File: src/rtl/tmr_vote_pkg.sv
package tmr_vote_pkg;
  localparam int NUM_COPIES = 3;
  typedef logic [NUM_COPIES-1:0] copy_mask_t;
endpackage

File: src/rtl/tmr_maj3.sv
module tmr_maj3 #(
  parameter int W = 8
) (
  input  logic [W-1:0] a,
  input  logic [W-1:0] b,
  input  logic [W-1:0] c,
  output logic [W-1:0] y
);
  // bitwise two-of-three
  assign y = (a & b) | (b & c) | (a & c);
endmodule

File: src/rtl/tmr_voter_bank.sv
module tmr_voter_bank #(
  parameter int W = 8
) (
  input  logic [W-1:0] in0,
  input  logic [W-1:0] in1,
  input  logic [W-1:0] in2,
  output logic [W-1:0] voted
);
  import tmr_vote_pkg::*;

  logic [W-1:0] stage [NUM_COPIES];

  // three independent first-level voters, each seeing all copies
  for (genvar i = 0; i < NUM_COPIES; i++) begin : g_voter
    tmr_maj3 #(.W(W)) u_maj (
      .a(in0),
      .b(in1),
      .c(in2),
      .y(stage[i])
    );
  end

  // final voter over the three voter results
  tmr_maj3 #(.W(W)) u_final (
    .a(stage[0]),
    .b(stage[1]),
    .c(stage[2]),
    .y(voted)
  );
endmodule

File: src/rtl/tmr_copy_compare.sv
module tmr_copy_compare #(
  parameter int W = 8
) (
  input  logic [W-1:0]             c0,
  input  logic [W-1:0]             c1,
  input  logic [W-1:0]             c2,
  input  logic [W-1:0]             voted,
  output tmr_vote_pkg::copy_mask_t diff,
  output logic                     any_diff,
  output logic                     multi_diff
);
  import tmr_vote_pkg::*;

  logic [W-1:0] copies [NUM_COPIES];
  assign copies[0] = c0;
  assign copies[1] = c1;
  assign copies[2] = c2;

  for (genvar k = 0; k < NUM_COPIES; k++) begin : g_cmp
    assign diff[k] = (copies[k] != voted);
  end

  assign any_diff   = |diff;
  assign multi_diff = (diff[0] & diff[1]) | (diff[1] & diff[2]) | (diff[0] & diff[2]);
endmodule

File: src/rtl/tmr_vote_top.sv
module tmr_vote_top #(
  parameter int WIDTH = 16
) (
  input  logic             clk,
  input  logic             rst,
  input  logic [WIDTH-1:0] copy0_data,
  input  logic             copy0_valid,
  input  logic [WIDTH-1:0] copy1_data,
  input  logic             copy1_valid,
  input  logic [WIDTH-1:0] copy2_data,
  input  logic             copy2_valid,
  output logic [WIDTH-1:0] vote_data,
  output logic             vote_valid,
  output logic [2:0]       fault_mask,
  output logic             mismatch,
  output logic             uncorrectable
);
  import tmr_vote_pkg::*;

  localparam int WORD = WIDTH + 1;

  logic [WORD-1:0] w0, w1, w2, wv;
  copy_mask_t      diff;
  logic            any_diff, multi_diff;

  assign w0 = {copy0_valid, copy0_data};
  assign w1 = {copy1_valid, copy1_data};
  assign w2 = {copy2_valid, copy2_data};

  tmr_voter_bank #(.W(WORD)) u_bank (
    .in0  (w0),
    .in1  (w1),
    .in2  (w2),
    .voted(wv)
  );

  tmr_copy_compare #(.W(WORD)) u_cmp (
    .c0        (w0),
    .c1        (w1),
    .c2        (w2),
    .voted     (wv),
    .diff      (diff),
    .any_diff  (any_diff),
    .multi_diff(multi_diff)
  );

  always_ff @(posedge clk) begin
    if (rst) begin
      vote_data     <= '0;
      vote_valid    <= 1'b0;
      fault_mask    <= '0;
      mismatch      <= 1'b0;
      uncorrectable <= 1'b0;
    end else begin
      vote_data     <= wv[WIDTH-1:0];
      vote_valid    <= wv[WIDTH];
      fault_mask    <= diff;
      mismatch      <= any_diff;
      uncorrectable <= multi_diff;
    end
  end
endmodule

File: config.mk
export PLATFORM = sky130hd
export DESIGN_NAME = tmr_vote_top
export DESIGN_NICKNAME = d
export VERILOG_FILES = /design/src/rtl/tmr_vote_pkg.sv /design/src/rtl/tmr_maj3.sv /design/src/rtl/tmr_voter_bank.sv /design/src/rtl/tmr_copy_compare.sv /design/src/rtl/tmr_vote_top.sv
export SDC_FILE = /design/constraint.sdc
export NUM_CORES = 1
export LEC_CHECK = 0
export BUFFER_PORTS_ARGS = -buffer_cell sky130_fd_sc_hd__buf_4
export CAP_MARGIN = 5
export CORE_ASPECT_RATIO = 1.4
export CORE_MARGIN = 5
export CORE_UTILIZATION = 45
export CTS_CLUSTER_SIZE = 8
export DETAILED_ROUTE_END_ITERATION = 12
export HOLD_SLACK_MARGIN = 0.06
export PLACE_DENSITY = 0.74
export SLEW_MARGIN = 20
export SYNTH_ARGS = -nofsm -noshare
export SYNTH_HDL_FRONTEND = slang
export SYNTH_HIERARCHICAL = 1
export SYNTH_SLANG_ARGS = --single-unit
File: constraint.sdc
create_clock -name clk -period 6.4 [get_ports clk]
set_clock_uncertainty 0.2 [all_clocks]
set_input_delay 0 -clock clk [delete_from_list [all_inputs] [get_ports clk]]
set_output_delay 0 -clock clk [all_outputs]
set_load 0.005 [all_outputs]
Word-level counts from Yosys, hierarchy flattened
Cells that the tools add are included.
{"block": "totals", "wordCells": 22, "out_inout_bits": 22, "reg_bits": 22, "input_bits": 53}
{"block": "classes", "n_reduce_logical": 1, "n_eq_ne": 3, "n_bitwise": 13}
{"op": "17-bit AND", "count": 4}
{"op": "17-bit bitwise OR", "count": 4}
{"op": "17-bit != test", "count": 3}
{"op": "1-bit AND", "count": 3}
{"op": "3-bit OR reduction", "count": 1}
{"op": "1-bit bitwise OR", "count": 2}

Depth between registers and ports, before layout
{"block": "depth", "word_depth": 10, "ltp_mapped": 8, "ltp_nobuf": 8}

Cells and area by module
Netlist, hierarchy kept.
{"mod": "tmr_maj3", "cells_per_inst": 17, "seq_area_each_um2": 0.0, "area_per_inst_um2": 191.4, "n_inst": 4}
{"mod": "tmr_vote_top", "cells_per_inst": 46, "seq_area_each_um2": 440.4, "area_per_inst_um2": 640.6, "n_inst": 1}
{"mod": "tmr_copy_compare", "cells_per_inst": 71, "seq_area_each_um2": 0.0, "area_per_inst_um2": 574.3, "n_inst": 1}

Worst setup path after synthesis
OpenSTA, ideal clock, no wires.
{"block": "synth_timing", "kind": "input to register", "startpoint": "input copy2_data[6]", "endpoint": "register uncorrectable", "t_arrival_ns": 1.694, "setup_time_ns": 0.114, "path_stages": 7, "slack_ns": 4.392, "required_ns": 6.086, "n_path_buf": 0, "cell_sequence": "maj3_2 -> maj3_2 -> xor2_1 -> nor4_1 -> nand4_1 -> maj3_1 -> and2b_1"}
{"block": "synth_via", "elab_chain_cells": 10, "word_cells_on_any_way": 15, "cone_classes": "eq/ne (3); bitwise (12)"}
{"element": "start, declared", "line": "tmr_vote_top.sv:10", "text": "input logic [WIDTH-1:0] copy2_data,"}
{"element": "17-bit AND", "line": "tmr_maj3.sv:10", "text": "assign y = (a & b) | (b & c) | (a & c);"}
{"element": "17-bit bitwise OR", "line": "tmr_maj3.sv:10"}
{"element": "17-bit bitwise OR (*)", "line": "tmr_maj3.sv:10"}
{"element": "17-bit AND (*)", "line": "tmr_maj3.sv:10"}
{"element": "17-bit bitwise OR", "line": "tmr_maj3.sv:10"}
{"element": "17-bit bitwise OR (*)", "line": "tmr_maj3.sv:10"}
{"element": "via wv[6]", "line": "tmr_vote_top.sv:22", "text": "logic [WORD-1:0] w0, w1, w2, wv;"}
{"element": "17-bit != test (*)", "line": "tmr_copy_compare.sv:20", "text": "assign diff[k] = (copies[k] != voted);"}
{"element": "via diff[2]", "line": "tmr_vote_top.sv:23", "text": "copy_mask_t diff;"}
{"element": "1-bit AND", "line": "tmr_copy_compare.sv:24", "text": "assign multi_diff = (diff[0] & diff[1]) | (diff[1] & diff[2]) | (diff[0] & diff[2]);"}
{"element": "1-bit bitwise OR", "line": "tmr_copy_compare.sv:24"}
{"element": "1-bit bitwise OR (*)", "line": "tmr_copy_compare.sv:24"}
{"element": "via multi_diff", "line": "tmr_vote_top.sv:24", "text": "logic any_diff, multi_diff;"}
{"element": "end signal, assigned", "line": "tmr_vote_top.sv:59", "text": "uncorrectable <= multi_diff;"}
{"element": "end, declared", "line": "tmr_vote_top.sv:16", "text": "output logic uncorrectable"}
Mark *: on every way through the listed nets, which the timed path passes. The rest lies on a longest branch.
A chain may end at the register's enable or synchronous reset.

==> flow_summary_export.csv <==
group,metric,value,unit
routing,drt_iter0_drc,24,
floorplanning,die_w,66.1,um
placed_design,hpwl,3560,um
clocking,cts_made_buffers,3,
placed_design,port-buffer-count,74,
critical_path,slowest_delay,610,ps
timing,slew_headroom,77.3,%
placed_design,routabilityCongestion,0.734,
clocking,cts_tree,"yes",
clocking,postCtsHoldBufs,6,
clocking,post_cts_buffers,0,
routing,via_per_inst,4.92,
timing,fin_crit_sh,44.3,%
power_and_ir_drop,total_power,430,uW
routing,dr.pass1.iters,4,
yosys,synthDistinctLibCells,15,
global_routing,grt_pass1_wl,6770,um
finish,layout_commonest_cell,"buf_4",
floorplanning,die-area,5850,um2
global_routing,grt_pass1_vias,1602,
floorplanning,die_h,88.5,um
yosys,synth_simple_gate_area_share,14.9,%
routing,wl_per_cell,13.0,um
routing,ant_nets,0,
finish,final_area,2690,um2
placed_design,placed_cell_area,2590,um2
clocking,clock-sinks,22,
clocking,clock-root-buffer,"clkbuf_8",
critical_path,startpoint,"copy1_data[14]",
finish,multi_input_area,1520,um2
clocking,clkSlewWorstSetupHoldPaths,80,ps
status,outcome,"complete, no violations",
critical_path,worstPathRequired,6350,ps
floorplanning,num_io_pins,75,
yosys,yosysWarnings,6,
finish,drive_gt1_share,60.5,%
yosys,synth_seq_cells,22,
clocking,cts-htree-levels,1,
routing,via_count,1604,
finish,finalCoreUtilization,63.5,%
global_routing,gr-usage-all-layers,14.7,%
power_and_ir_drop,vdd_drop_max,0.0822,mV
critical_path,crit_arrival,2790,ps
finish,register_area,440,um2
finish,final_cell_mix,"buf_4, maj3_2, xnor2_1, dfxtp_1, nor2b_2",
power_and_ir_drop,p_per_area,160,nW/um2
critical_path,crit_chain,"dlygate4sd3_1 -> buf_4 -> maj3_2 -> maj3_2 -> xnor2_1 -> nand4_1 -> nor3_1 -> nand4_1 -> dlygate4sd3_1 -> nor2b_1",
yosys,synth_top_family_by_area,"adder cells",
timing,max_freq,352,MHz
yosys,synth_compound_area_share,0,%
clocking,cts.path.max_buffers,2,
yosys,synth_xor_area_share,22.6,%
global_routing,overflow,0,
timing,period_needed,2840,ps
timing,rsz0062_at_grt,"no",
hold_path,hp-class,"in2reg",
routing,wl,4230,um
timing,hold_viol,0,
run,maxCapViolations,0,
finish,layout.nets,321,
critical_path,start_kind,"input pin",
routing,drc,0,
yosys,synth_fa_ha_area_share,39.2,%
timing,tns,0,ps
critical_path,crit_path_end_kind,"flip-flop",
global_routing,antenna_found_initial,0,
yosys,netlist_instances,185,
yosys,avgSynthCellArea,10.7,um2
finish,syn2layout_area_growth,35.8,%
floorplanning,core,4240,um2
yosys,synth.area.mux_share,0,%
finish,nFillCells,378,
floorplanning,rows,28,
critical_path,crit_slowest_cell,"dlygate4sd3_1",
timing,tightest_slew,337,ps
floorplanning,start_util,46.7,%
critical_path,endpoint,"fault_mask[2]",
yosys,synth_fp_nets,238,
finish,antenna_cells,0,
timing,drv_slew,0,
global_routing,grt_max_degree,23,
power_and_ir_drop,leakagePower,1.01,nW
yosys,seq_area_frac_synth,22.2,%
critical_path,critPathKind,"in2reg",
yosys,syn_area,1980,um2
clocking,cts_resized,0,
critical_path,worstPathMaxFanout,4,
timing,final-setup-viol-count,0,
==> worst max-delay path, delay by kind of cell <==
family,cells,cell delay [ps]
buffers and inverters,3,1300
adders and majority gates,2,660
xor gates and xnor gates,1,170
and+or+nand+nor,4,650
==> report_power, final <==
group          switching [mW]  internal [mW]
sequential            0.00276          0.148
clock                  0.0466         0.0421
combinational          0.0817          0.110
total                   0.131          0.299
==> stage by stage <==
step | std cells | hold WS (ps) | worst slack [ps]
floorplan | 185 | -9.59 | 4390
global route | 326 | 133 | 3480
CTS | 326 | 88.7 | 3600
global placement | 317 | 180 | 4030
finish | 326 | 85.0 | 3560
detailed placement | 317 | 180 | 4000
==> logic make-up (layout without fill, tap and decap cells) <==
family | Yosys count | in the layout
simple gates | 41 | 41
fa+ha+maj | 69 | 69
flops | 22 | 22
xor+xnor | 51 | 51
buf+inv | 2 | 83
==> worst min-delay path by stage <==
| stage | from | to | slack, ps | depth (start not counted) |
|---|---|---|---|---|
| 6_report | copy0_data[6] | mismatch | 90 | 5 |
| 2_1_floorplan | rst | uncorrectable | -10 | 1 |
| 3_5_place_dp | vote_data[12] | vote_data[12] | 180 | 1 |
| 5_1_grt | copy0_data[6] | mismatch | 130 | 5 |
| 3_3_place_gp | vote_data[4] | vote_data[4] | 180 | 1 |
| 4_1_cts | copy0_data[6] | mismatch | 90 | 5 |
==> Yosys cell counts (all sizes together) <==
master | count | area share [%]
nor2b | 20 | 8.2
maj3 | 69 | 39
nor3 | 3 | 0.76
xnor2 | 39 | 17
nor4 | 3 | 1.3
buf | 2 | 1.1
nand4 | 9 | 2.8
or3 | 1 | 0.32
and2b | 2 | 0.76
dfxtp | 22 | 22
nand3 | 3 | 0.76
xor2 | 12 | 5.3
==> sequential cells by signal (all words and copies together) (netlist names) <==
register / count
vote_valid: 1
mismatch: 1
uncorrectable: 1
fault_mask: 3
vote_data: 16
==> routing by layer <==
layer / GRT usage (%) / part of all wire, % / vias up
li1: - / - / 824
met4: 5.55 / 1.5 / 0
met1: 16.1 / 37 / 732
met3: 1.27 / 6.1 / 5
met2: 28.7 / 55 / 43
met5: 0 / 0 / -
==> cell type report <==
type | instances | share of cell area (%)
multi-input cells | 161 | 56.4
flip-flops and latches | 22 | 16.4
well taps | 60 | 2.79
clock buffers | 3 | 1.53
repair buffers | 80 | 22.9
Note: power is estimated with default switching activity, not from simulation.
